[config.mk]
export PLATFORM = sky130hd
export DESIGN_NAME = uart_cts_tx
export DESIGN_NICKNAME = d
export VERILOG_FILES = /design/src/rtl/uart_cts_tx_pkg.sv /design/src/rtl/uart_tx_hold.sv /design/src/rtl/uart_tx_parity.sv /design/src/rtl/uart_tx_engine.sv /design/src/rtl/uart_cts_tx.sv
export SDC_FILE = /design/constraint.sdc
export NUM_CORES = 1
export LEC_CHECK = 0
export ABC_CLOCK_PERIOD_IN_PS = 2400
export CAP_MARGIN = 0
export CORE_MARGIN = 10
export CORE_UTILIZATION = 40
export DETAILED_ROUTE_END_ITERATION = 16
export GPL_TIMING_DRIVEN = 0
export HOLD_SLACK_MARGIN = 0.12
export PLACE_DENSITY = 0.61
export SYNTH_ARGS = -nofsm -noshare
export SYNTH_HDL_FRONTEND = slang
export SYNTH_SLANG_ARGS = --single-unit
[constraint.sdc]
create_clock -name clk -period 2.4 [get_ports clk]
set_input_delay 0.48 -clock clk [delete_from_list [all_inputs] [get_ports clk]]
set_output_delay 0.48 -clock clk [all_outputs]
set_load 0.005 [all_outputs]
[src/rtl/uart_cts_tx_pkg.sv]
package uart_cts_tx_pkg;
  localparam int unsigned DATA_W = 8;
  localparam int unsigned IDX_W  = $clog2(DATA_W);

  typedef enum logic [2:0] {
    ST_IDLE,
    ST_START,
    ST_DATA,
    ST_PAR,
    ST_STOP
  } tx_state_e;

  // stop period in ticks; sixteenths of a bit scaled by ovs
  function automatic int unsigned stop_ticks(input logic [1:0] code,
                                             input logic five_bit,
                                             input logic one_x,
                                             input int unsigned ovs);
    if (one_x) return code[1] ? 2 : 1;
    case (code)
      2'd0:    return five_bit ? ovs : (ovs * 9) / 16;
      2'd1:    return ovs;
      2'd2:    return (ovs * 3) / 2;
      default: return 2 * ovs;
    endcase
  endfunction
endpackage

[src/rtl/uart_tx_hold.sv]
module uart_tx_hold
  import uart_cts_tx_pkg::*;
(
  input  logic              clk,
  input  logic              rst_n,
  input  logic              in_valid,
  input  logic [DATA_W-1:0] in_data,
  output logic              in_ready,
  input  logic              take,
  output logic              full,
  output logic [DATA_W-1:0] held_data
);
  logic accept;
  assign in_ready = !full;
  assign accept   = in_valid && !full;

  always_ff @(posedge clk) begin
    if (!rst_n) begin
      full      <= 1'b0;
      held_data <= '0;
    end else if (accept) begin
      full      <= 1'b1;
      held_data <= in_data;
    end else if (take) begin
      full      <= 1'b0;
    end
  end

  AST_HOLD_KEEPS_CHAR: assert property (@(posedge clk) disable iff (!rst_n)
    (full && !take) |=> (full && $stable(held_data)));
endmodule

[src/rtl/uart_tx_parity.sv]
module uart_tx_parity
  import uart_cts_tx_pkg::*;
(
  input  logic [DATA_W-1:0] data,
  input  logic [IDX_W-1:0]  last_idx,
  input  logic              odd,
  output logic              par
);
  logic [DATA_W-1:0] masked;

  for (genvar i = 0; i < DATA_W; i++) begin : g_mask
    assign masked[i] = data[i] & (IDX_W'(i) <= last_idx);
  end

  assign par = (^masked) ^ odd;
endmodule

[src/rtl/uart_tx_engine.sv]
module uart_tx_engine
  import uart_cts_tx_pkg::*;
#(
  parameter int unsigned OVS = 16
) (
  input  logic              clk,
  input  logic              rst_n,
  input  logic              tick,
  input  logic              hold_full,
  input  logic [DATA_W-1:0] hold_data,
  input  logic [1:0]        char_len,
  input  logic              par_en,
  input  logic              par_odd,
  input  logic [1:0]        stop_code,
  input  logic              mode_1x,
  input  logic              cts_en,
  input  logic              cts_n,
  output logic              take,
  output logic              txd,
  output logic              idle
);
  localparam int unsigned CW = $clog2(2 * OVS + 1);

  tx_state_e         st;
  logic [CW-1:0]     cnt;
  logic [IDX_W-1:0]  idx;
  logic [IDX_W-1:0]  last_q;
  logic [DATA_W-1:0] dat_q;
  logic              pen_q, par_q, one_x_q;
  logic [CW-1:0]     stop_len_q;

  logic [IDX_W-1:0]  last_d;
  logic [CW-1:0]     stop_len_d;
  logic              par_d;
  logic [CW-1:0]     bit_last;
  logic              bit_end, stop_end, cts_ok, boundary;

  assign last_d     = IDX_W'(4) + IDX_W'(char_len);
  assign stop_len_d = CW'(stop_ticks(stop_code, char_len == 2'd0, mode_1x, OVS));

  uart_tx_parity u_par (
    .data     (hold_data),
    .last_idx (last_d),
    .odd      (par_odd),
    .par      (par_d)
  );

  assign bit_last = one_x_q ? '0 : CW'(OVS - 1);
  assign bit_end  = (cnt == bit_last);
  assign stop_end = (cnt == stop_len_q - CW'(1));
  assign cts_ok   = !cts_en || !cts_n;
  assign boundary = (st == ST_IDLE) || ((st == ST_STOP) && stop_end);
  assign take     = tick && hold_full && cts_ok && boundary;
  assign idle     = (st == ST_IDLE);

  always_comb begin
    unique case (st)
      ST_START: txd = 1'b0;
      ST_DATA:  txd = dat_q[idx];
      ST_PAR:   txd = par_q;
      default:  txd = 1'b1;
    endcase
  end

  always_ff @(posedge clk) begin
    if (!rst_n) begin
      st         <= ST_IDLE;
      cnt        <= '0;
      idx        <= '0;
      last_q     <= '0;
      dat_q      <= '0;
      pen_q      <= 1'b0;
      par_q      <= 1'b0;
      one_x_q    <= 1'b0;
      stop_len_q <= CW'(1);
    end else if (tick) begin
      if (take) begin
        st         <= ST_START;
        cnt        <= '0;
        dat_q      <= hold_data;
        last_q     <= last_d;
        pen_q      <= par_en;
        par_q      <= par_d;
        one_x_q    <= mode_1x;
        stop_len_q <= stop_len_d;
      end else begin
        unique case (st)
          ST_IDLE: cnt <= '0;
          ST_START: begin
            if (bit_end) begin
              cnt <= '0;
              idx <= '0;
              st  <= ST_DATA;
            end else cnt <= cnt + CW'(1);
          end
          ST_DATA: begin
            if (bit_end) begin
              cnt <= '0;
              if (idx == last_q) st <= pen_q ? ST_PAR : ST_STOP;
              else idx <= idx + IDX_W'(1);
            end else cnt <= cnt + CW'(1);
          end
          ST_PAR: begin
            if (bit_end) begin
              cnt <= '0;
              st  <= ST_STOP;
            end else cnt <= cnt + CW'(1);
          end
          ST_STOP: begin
            if (stop_end) begin
              cnt <= '0;
              st  <= ST_IDLE;
            end else cnt <= cnt + CW'(1);
          end
          default: st <= ST_IDLE;
        endcase
      end
    end
  end

  AST_CTS_HOLDS_OFF: assert property (@(posedge clk) disable iff (!rst_n)
    (st == ST_IDLE && cts_en && cts_n) |=> (st == ST_IDLE));
  AST_NO_START_WITHOUT_DATA: assert property (@(posedge clk) disable iff (!rst_n)
    (st == ST_IDLE && !hold_full) |=> (st == ST_IDLE));
  AST_STOP_WITHIN_LEN: assert property (@(posedge clk) disable iff (!rst_n)
    (st == ST_STOP) |-> (cnt < stop_len_q));
  AST_CHAR_NOT_ABORTED: assert property (@(posedge clk) disable iff (!rst_n)
    (st != ST_IDLE && st != ST_STOP) |=> (st != ST_IDLE));
endmodule

[src/rtl/uart_cts_tx.sv]
module uart_cts_tx
  import uart_cts_tx_pkg::*;
#(
  parameter int unsigned OVS = 16
) (
  input  logic              clk,
  input  logic              rst_n,
  input  logic              tick,
  input  logic              in_valid,
  input  logic [DATA_W-1:0] in_data,
  output logic              in_ready,
  input  logic [1:0]        char_len,
  input  logic              par_en,
  input  logic              par_odd,
  input  logic [1:0]        stop_code,
  input  logic              mode_1x,
  input  logic              cts_en,
  input  logic              cts_n,
  output logic              txd,
  output logic              tx_empty
);
  logic              take, full, eng_idle;
  logic [DATA_W-1:0] held;

  uart_tx_hold u_hold (
    .clk       (clk),
    .rst_n     (rst_n),
    .in_valid  (in_valid),
    .in_data   (in_data),
    .in_ready  (in_ready),
    .take      (take),
    .full      (full),
    .held_data (held)
  );

  uart_tx_engine #(.OVS(OVS)) u_eng (
    .clk       (clk),
    .rst_n     (rst_n),
    .tick      (tick),
    .hold_full (full),
    .hold_data (held),
    .char_len  (char_len),
    .par_en    (par_en),
    .par_odd   (par_odd),
    .stop_code (stop_code),
    .mode_1x   (mode_1x),
    .cts_en    (cts_en),
    .cts_n     (cts_n),
    .take      (take),
    .txd       (txd),
    .idle      (eng_idle)
  );

  assign tx_empty = eng_idle && !full;

  AST_EMPTY_MEANS_MARK: assert property (@(posedge clk) disable iff (!rst_n)
    tx_empty |-> (txd && in_ready));
endmodule

* Word-level counts from Yosys, hierarchy flattened
Index checks and enable logic that the tools add are counted.
** Storage, ports and cells
- Bits in latches :: 0
- Bits in read-only memories :: 0
- Memories kept :: 0
- Memory bits (writable) :: 0
- Register bits :: 41
** Operators by class
- Divide/modulo/power cells :: 0
- Eq/ne operators :: 18
- $mul :: 0
- Bitwise logic cells :: 10
- Reductions and logical operators :: 23
- Mux-type cells :: 28
- $add $sub $neg :: 4
- Shifts and indexed selects :: 0
- $lt $le $gt $ge :: 9
** Operators by type and width (number)
- $pmux W6 S3 :: 2
- $mux W3 :: 10
- $mux W6 :: 4
- $ne A3 B2 Y1 const B :: 5
- $pmux W3 S5 :: 1
- $eq A6 B6 Y1 :: 2
- $le A3 B3 Y1 const A :: 4
- $and A1 B1 Y1 :: 8
- $reduce_xor A8 Y1 :: 1
- $reduce_and A7 Y1 :: 1
- $add A6 B1 Y6 const B :: 1
- $eq A3 B2 Y1 const B :: 2
- $le A1 B3 Y1 const A :: 2
- $le A2 B3 Y1 const A :: 2
- $logic_and A1 B1 Y1 :: 6
- $pmux W3 S2 :: 1
- $reduce_and A6 Y1 :: 1
- $sub A6 B1 Y6 const B :: 1
- $mux W5 :: 1
- $logic_not A2 Y1 :: 2
- $lt A3 B4 Y1 const B :: 1
- $mux W1 :: 4
- $mux W2 :: 2
- $mux W4 :: 1
- other kinds (20) :: 27

* Depth between registers and ports, before layout
Gate-level depths: netlist of the first run.
- Depth in word-level cells :: 7
- Gate-level depth with buffers :: 10

* By module
Synthesis of the first run repeated with hierarchy kept, for this count alone.
** Unflattened totals
- Cells, all modules :: 283
- Area total of the unflattened synthesis :: 2393.5 um2
** By module, submodules not included
- uart_tx_engine :: times used 1, seq. area each 620.6 um2, cells an instance 223, area an instance 1846.8 um2
- uart_tx_hold :: times used 1, seq. area each 180.2 um2, cells an instance 40, area an instance 376.6 um2
- uart_tx_parity :: times used 1, seq. area each 0.0 um2, cells an instance 19, area an instance 156.4 um2
- uart_cts_tx :: times used 1, seq. area each 0.0 um2, cells an instance 1, area an instance 13.8 um2

* Least setup slack after synthesis of the first run
No wires, ideal clock.
- Kind :: reg-to-reg
- From :: register u_eng.stop_len_q[0]
- To :: register u_eng.stop_len_q[3]
- Cell stages (with the launch flop) :: 9
- Buffers on the path :: 0
- Arrival time :: 2.259 ns
- Path slack :: 0.071 ns
- Cell sequence :: dfxtp_1 inv_1 ha_1 ha_1 xnor2_1 nor4_4 a31oi_4 or4_1 a21oi_1
** Between the ends
- Word-level cells in the longest chain between the ends :: 6
** Ends and longest elaborated chain
- start, declared :: line uart_tx_engine.sv:30 : logic [CW-1:0] stop_len_q;
- start signal, assigned :: line uart_tx_engine.sv:85 : stop_len_q <= stop_len_d;
- $sub A6 B1 Y6 :: line uart_tx_engine.sv:50 : assign stop_end = (cnt == stop_len_q - CW'(1));
- $eq A6 B6 Y1 :: line uart_tx_engine.sv:50
- $logic_and A1 B1 Y1 :: line uart_tx_engine.sv:52 : assign boundary = (st == ST_IDLE) || ((st == ST_STOP) && stop_end);
- $logic_or A1 B1 Y1 :: line uart_tx_engine.sv:52
- $logic_and A1 B1 Y1 :: line uart_tx_engine.sv:53 : assign take = tick && hold_full && cts_ok && boundary;
- $reduce_and A2 Y1 (no line)
No other way between the ends.
A chain may end at the register's enable or synchronous reset.

* Worst setup path in the final report of the first run
- From :: register u_eng.idx[0]
- To :: output port txd
** Between the ends
- Word-level cells in the longest chain between the ends :: 3
** Ends and longest elaborated chain
- start, declared :: line uart_tx_engine.sv:26 : logic [IDX_W-1:0] idx;
- start signal, assigned :: line uart_tx_engine.sv:100 : else idx <= idx + IDX_W'(1);
- $bmux W1 S3 :: line uart_tx_engine.sv:59 : ST_DATA: txd = dat_q[idx];
- $mux W1 (implied by the code) :: line uart_tx_engine.sv:59
- $pmux W1 S3 :: line uart_tx_engine.sv:57 : unique case (st)
- end, declared :: line uart_cts_tx.sv:19 : output logic txd,
No other way between the ends. The select of a mux whose other input is x is not followed.

==> results of run 1 <==
[per-layer routing]
| layer | global-route usage | vias to the layer above | routed length, um | share of wire |
|---|---|---|---|---|
| met4 | 0.03797 | 0 | 51 | 0.0093 |
| met2 | 0.1968 | 53 | 2425 | 0.44 |
| met1 | 0.1646 | 972 | 2673 | 0.49 |
| li1 | - | 1040 | - | - |
| met5 | 0 | - | 0 | 0 |
| met3 | 0.03118 | 6 | 351 | 0.064 |
[layout make-up]
class,instances,share of cell area
clock buffer,5,0.02532
timing repair buffer,25,0.08748
inverter,14,0.01934
multi-input combinational,201,0.4866
buffer,16,0.02947
clock inverter,2,0.02210
sequential,40,0.2974
tap,70,0.03223
[power groups by stage]
stage                     Clock (mW)  Sequential, mW  Combinational [mW]
after floorplan                    0           0.714               0.160
after global placement             0           0.719               0.243
after detailed placement           0           0.719               0.245
after CTS                      0.656           0.703               0.253
after global routing           0.675           0.705               0.289
final                          0.654           0.702               0.260
[registers in the layout, summed over array words and instances (netlist names)]
| name | cells |
|---|---|
| u_hold.full | 1 |
| u_eng.one_x_q | 1 |
| u_eng.last_q | 3 |
| u_eng.stop_len_q | 5 |
| u_eng.idx | 3 |
| u_eng.st | 3 |
| u_eng.dat_q | 8 |
| u_hold.held_data | 8 |
| u_eng.par_q | 1 |
| u_eng.cnt | 6 |
| u_eng.pen_q | 1 |
[worst min-delay path, delay by kind of cell (launching register included)]
family / cells / cell delay, ns
flops: 1 / 0.31
compound gates: 2 / 0.13
[kinds of logic (layout without fill, tap and decap cells)]
logic type                 count (synthesis)  after routing  synth area share
AOI/OAI and AO/OA                         85             85            0.2428
buffers and inverters                     30             62           0.05559
and+or+nand+nor                           87             87            0.1991
DFF                                       40             40            0.3630
xor gates and xnor gates                  19             19           0.07544
adders and majority gates                  6              6           0.03403
muxes                                      4              4           0.03006
[layout by cell type, fill, tap and decap left out, types with 5 or more instances in the layout]
cell	n
a21oi_1	36
clkbuf_1	12
clkbuf_8	5
clkdlybuf4s50_1	21
dfxtp_1	38
ha_1	5
inv_1	13
nand2_1	33
nand3_1	17
nor2_1	8
nor3_1	6
o21ai_0	17
o21ai_1	5
xnor2_1	14
[stage by stage]
step / instance area (um^2) / utilization / instances
6_report: 2718 / 0.5189 / 373
5_1_grt: 2718 / 0.5189 / 373
4_1_cts: 2674 / 0.5105 / 373
3_5_place_dp: 2514 / 0.4799 / 363
3_3_place_gp: 2514 / 0.4799 / 363
2_1_floorplan: 2206 / - / 271
[repair_timing]
| action | in CTS | in global routing |
|---|---|---|
| resized for setup | 7 | 13 |
| setup endpoints to repair | 18 | 19 |
| pin swaps | 1 | 6 |
| buffers inserted | 3 | 0 |
[how the worst max path moves through the flow]
stage	slack [ns]	from	to
2_1_floorplan	0.07	u_eng.stop_len_q[0]	u_eng.stop_len_q[3]
3_3_place_gp	-0.15	u_eng.stop_len_q[0]	u_eng.stop_len_q[0]
3_5_place_dp	-0.17	u_eng.stop_len_q[0]	u_eng.stop_len_q[3]
4_1_cts	-0.02	u_eng.idx[0]	txd
5_1_grt	-0.03	u_eng.idx[0]	txd
6_report	0.002	u_eng.idx[0]	txd
==> reports/qor.txt, run 1 <==
Clock net sink count - 40
Crit path time final - 2.398 ns
Post-synth EDFFs - 0
Pin count of the biggest net entering global routing - 13
First DRT Iteration DRCs - 114
Vias per cell - 5.552
Row count - 26
CP max FO - 3
Share of Yosys cell area claimed by the top area cell type - 0.3630
Post-synthesis cell count - 271
P_leak - 0.9248 nW
CTS tree - done
Worst hold path class - reg2reg
Gr usage total - 0.1257
Multi-input logic area - 1323 um^2
RSZ-0062 raised after global routing - true
Post-DP HPWL - 4047 um
Synth top area cells - dfxtp_1 (36%), a21oi_1 (8.4%), xnor2_1 (6.4%), nand2_1 (5.6%), nand3_1 (3.9%)
Synth-to-Final Area Change - 23.20%
Reg2reg start - u_eng.stop_len_q[0]
Ys flop type - dfxtp_1
Cell Pwr Density - 594.8 nW/um^2
Critical Path, Cell by Cell - mux4_2 -> mux2i_1 -> a21oi_1 -> a311o_1 -> buf_2
Status - completed
Skew final - 0.008070 ns
Synth Area per Inst - 8.140 um^2
Synthesized area - 2206 um^2
WHS - 0.4800 ns
CP Launch Type - flop
Total CTS buffers - 5
Worst Tran Pin Value - 0.5756 ns
CTS H-tree depth - 2
Boundary Pins - 24
Endpoints failing setup - 0
Post-synthesis register bit count - 40
Die width - 94.26 um
Via count - 2071
FF-to-FF End - u_eng.stop_len_q[3]
Synthesized net count - 298
Fin Setup TNS - 0 ns
Max VDD drop - 470.8 uV
Critical path's largest stage delay - 0.50 ns
Relative max-transition margin - 0.6163
DR pass1 iterations - 4
Hold path start - u_eng.dat_q[1]
Post-route clock period utilization - 0.9994
WL final - 5501 um
PnR worst setup slack - 0.001550 ns
Core box area - 5238 um^2
First-pass GRT wire length - 9170 um
Antenna violations before repair - 0
CP Capture Type - output port
Worst Path Arrival - 1.92 ns
Reg2Reg Setup Slack - 0.16 ns
Commonest cells post-synth - dfxtp_1 (40), a21oi_1 (37), nand2_1 (33), nand3_1 (17), o21ai_0 (17)
Clock network power share - 0.405
Diode count - 0
Fin nets - 330
Clk_lat worst skew - 0.30 ns
Worst path bufs/invs - 1
Area leader, netlist - dfxtp_1
Clock Tree Buf Depth - 2
P_int - 1.214 mW
Full die area - 8885 um^2
Combinational share of power - 0.161
Hold Vio Cnt, Final - 0
GRT overflow - 0
Max Transition Viols Final - 0
Register Area - 808.3 um^2
Layout cells sized above 1 - 0.1023
Worst-path clk slew - 0.08 ns
Drt drc - 0
Critical path type - reg2out
Seq/Total Area, Yosys - 0.3630
Yosys warning count - 0
Wire per inst - 14.75 um
Count leader, synth - dfxtp_1
Cell count of the worst reg-to-reg path - 8
Detail Route Antenna Nets - 0
CTS Root Cell - clkbuf_8
Fmax - 0.4169 GHz
WHS Path Cells - 2
Synth unique cells - 50
Cell family with most CP delay - multiplexers
Critical-path top delay cell - mux4_2
Fraction of registers with async set/reset - 0
Max cap viols - 0
Hold-fix buffers, CTS - 0
Worst EP required - 1.92 ns
DP Worst Slack - -0.1743 ns
Endpoint, Worst Hold - u_eng.dat_q[1]
Crit. path cell count - 5
Die height - 94.26 um
IO buf count - 22
GP Congestion - 0.8255
Initial Utilization - 0.4212
Number of global-route vias before repair - 1962
Sequential power share - 0.434
Fillers - 506
Net Switching - 0.4028 mW
Total power - 1.616 mW
Net Sw Frac - 0.2492
(Power assumes the default switching activity.)
==> run 2: changes to the inputs <==
--- a/config.mk
+++ b/config.mk
@@ -10,7 +10,6 @@
 export CORE_MARGIN = 10
 export CORE_UTILIZATION = 40
 export DETAILED_ROUTE_END_ITERATION = 16
-export GPL_TIMING_DRIVEN = 0
 export HOLD_SLACK_MARGIN = 0.12
 export PLACE_DENSITY = 0.61
 export SYNTH_ARGS = -nofsm -noshare
==> run 2 against run 1 <==
Register-to-register slack hardly changed. Critical path depth is the same. Clock-buffer cell count did not move. Fmax grew 5.1%. Setup slack gained 0.12 ns. Via count down 3.6%. Non-clock buffer count decreased by 7. Utilization is 1.1 points lower. Highest routed layer unchanged.
==> reports/qor.txt, run 2 (synthesis gave the netlist of run 1 again) <==
Status - completed
Fin nets - 323 (-2.1%)
Via count - 1996 (-3.6%)
WHS Path Cells - 2 (unchanged)
First-pass GRT wire length - 9335 um (+1.8%)
Diode count - 0 (unchanged)
Die height - 94.26 um (unchanged)
IO buf count - 23 (+4.5%)
Hold Vio Cnt, Final - 0 (unchanged)
Cell count of the worst reg-to-reg path - 8 (unchanged)
Gr usage total - 0.1279 (+0.002185)
Most common cell after layout, fill and taps aside - dfxtp_1
Row count - 26 (unchanged)
Endpoints failing setup - 0 (unchanged)
Max Transition Viols Final - 0 (unchanged)
Skew final - 0.005239 ns (-0.002830 ns)
Post-DP HPWL - 3982 um (-1.6%)
Worst EP required - 1.92 ns (about the same)
Vias per cell - 5.439 (-2.0%)
First DRT Iteration DRCs - 116 (+1.8%)
Biggest regs - u_eng.dat_q: 8 flops, u_hold.held_data: 8 flops, u_eng.cnt: 6 flops
Worst Tran Pin Value - 0.5647 ns (-0.01086 ns)
Post-route clock period utilization - 0.9504 (-0.04891)
WL final - 5352 um (-2.7%)
P_leak - 0.9123 nW (-1.3%)
Total CTS buffers - 5 (unchanged)
Critical path type - reg2out
Cell Pwr Density - 575.9 nW/um^2 (-3.2%)
Reg2Reg Setup Slack - 0.15 ns (about the same)
DR pass1 iterations - 4 (unchanged)
Synth-to-Final Area Change - 20.48%
Die width - 94.26 um (unchanged)
CP Capture Type - output port
Relative max-transition margin - 0.6228 (+0.006465)
Fmax - 0.4384 GHz (+5.1%)
End-of-flow core utilization - 0.5074 (-0.01147)
Boundary Pins - 24 (unchanged)
RSZ-0062 raised after global routing - false
Most frequent cells in the layout - dfxtp_1 (39), a21oi_1 (37), nand2_1 (33)
Crit path time final - 2.281 ns (-0.1174 ns)
Drt drc - 0 (unchanged)
Hold-fix buffers, CTS - 0 (unchanged)
Max cap viols - 0 (unchanged)
Post-CTS Setup Inserts - 0 (-3)
Clock net sink count - 40 (unchanged)
CP max FO - 3 (unchanged)
Antenna violations before repair - 0 (unchanged)
Placement Cell Area - 2536 um^2 (+0.90%)
Clock Tree Buf Depth - 2 (unchanged)
CTS Root Cell - clkbuf_8
Total power - 1.530 mW (-5.3%)
Pin count of the biggest net entering global routing - 34 (+21)
Full die area - 8885 um^2 (unchanged)
Layout cells sized above 1 - 0.1044 (+0.002067)
Post-layout instance area - 2658 um^2 (-2.2%)
Clk_lat worst skew - 0.30 ns (about the same)
GRT overflow - 0 (unchanged)
CP Launch Type - flop
Wire per inst - 14.58 um (-1.1%)
Initial Utilization - 0.4212 (unchanged)
Core box area - 5238 um^2 (unchanged)
Worst Path Arrival - 1.80 ns (-0.12 ns)
Worst hold path class - reg2reg
Worst-path clk slew - 0.09 ns (about the same)
Fillers - 513 (+1.4%)
CTS H-tree depth - 2 (unchanged)
Number of global-route vias before repair - 1951 (-0.56%)
CTS tree - done
Detail Route Antenna Nets - 0 (unchanged)
DP Worst Slack - 0.006220 ns (+0.1805 ns)
GP Congestion - 0.8221 (-0.41%)
PnR worst setup slack - 0.1189 ns (+0.1174 ns)
Max VDD drop - 299.5 uV (-36%)
## run 2: cell count changes in the layout (fill, tap and decap cells not counted), sizes merged
cell / delta
buf: +4
clkdlybuf4s50: +1
clkinvlp: +1
inv: +1
bufinv: -1
clkbuf: -12
## run 2: what timing repair did
| item | in CTS | in global routing |
|---|---|---|
| setup endpoints to repair | 2 | 4 |
| resized for setup | 3 | 4 |
| pin swaps | 1 | 1 |
## run 2: path summary, 6_finish.rpt
path                                          start                   to
worst min register to register  u_hold.held_data[1]  u_hold.held_data[1]
worst min-delay path            u_hold.held_data[1]  u_hold.held_data[1]
worst max-delay path                   u_eng.idx[0]                  txd
worst max register to register  u_eng.stop_len_q[1]  u_eng.stop_len_q[3]
## run 2: worst max-delay path: stages, from the launching register on
cell and delay (ns):
dfxtp_4 0.37, mux4_2 0.49, mux2i_1 0.17, a21oi_1 0.08, a311o_1 0.28, clkbuf_2 0.12
## run 2: report_power, final
part / total [mW] / switching [mW] / internal (mW)
combinational: 0.243 / 0.127 / 0.116
clock: 0.579 / 0.266 / 0.313
sequential: 0.708 / 0.0240 / 0.684
total: 1.53 / 0.417 / 1.11
## run 2: per-stage QoR
step	hold slack, ns	TNS [ns]	instances
2_1_floorplan	0.4461	0	271
3_3_place_gp	0.4745	0	359
3_5_place_dp	0.4799	0	359
4_1_cts	0.4934	-0.003124	367
5_1_grt	0.5160	0	367
6_report	0.4897	0	367
## run 2: area by class of cell
cell class	instances	area [um^2]	area share
inverter	14	52.55	0.01977
clock buffer	5	68.82	0.02589
timing repair buffer	34	307.8	0.1158
tap	70	87.58	0.03296
sequential	40	804.5	0.3027
clock inverter	3	46.29	0.01742
multi-input combinational	201	1290	0.4854
## run 2: per-layer routing
metal	wire length, um	global-route usage	up-vias
met1	2764	0.1787	929
met4	77	0.04684	0
met2	2310	0.1819	36
met3	200	0.03277	6
met5	0	0	-
li1	-	-	1025
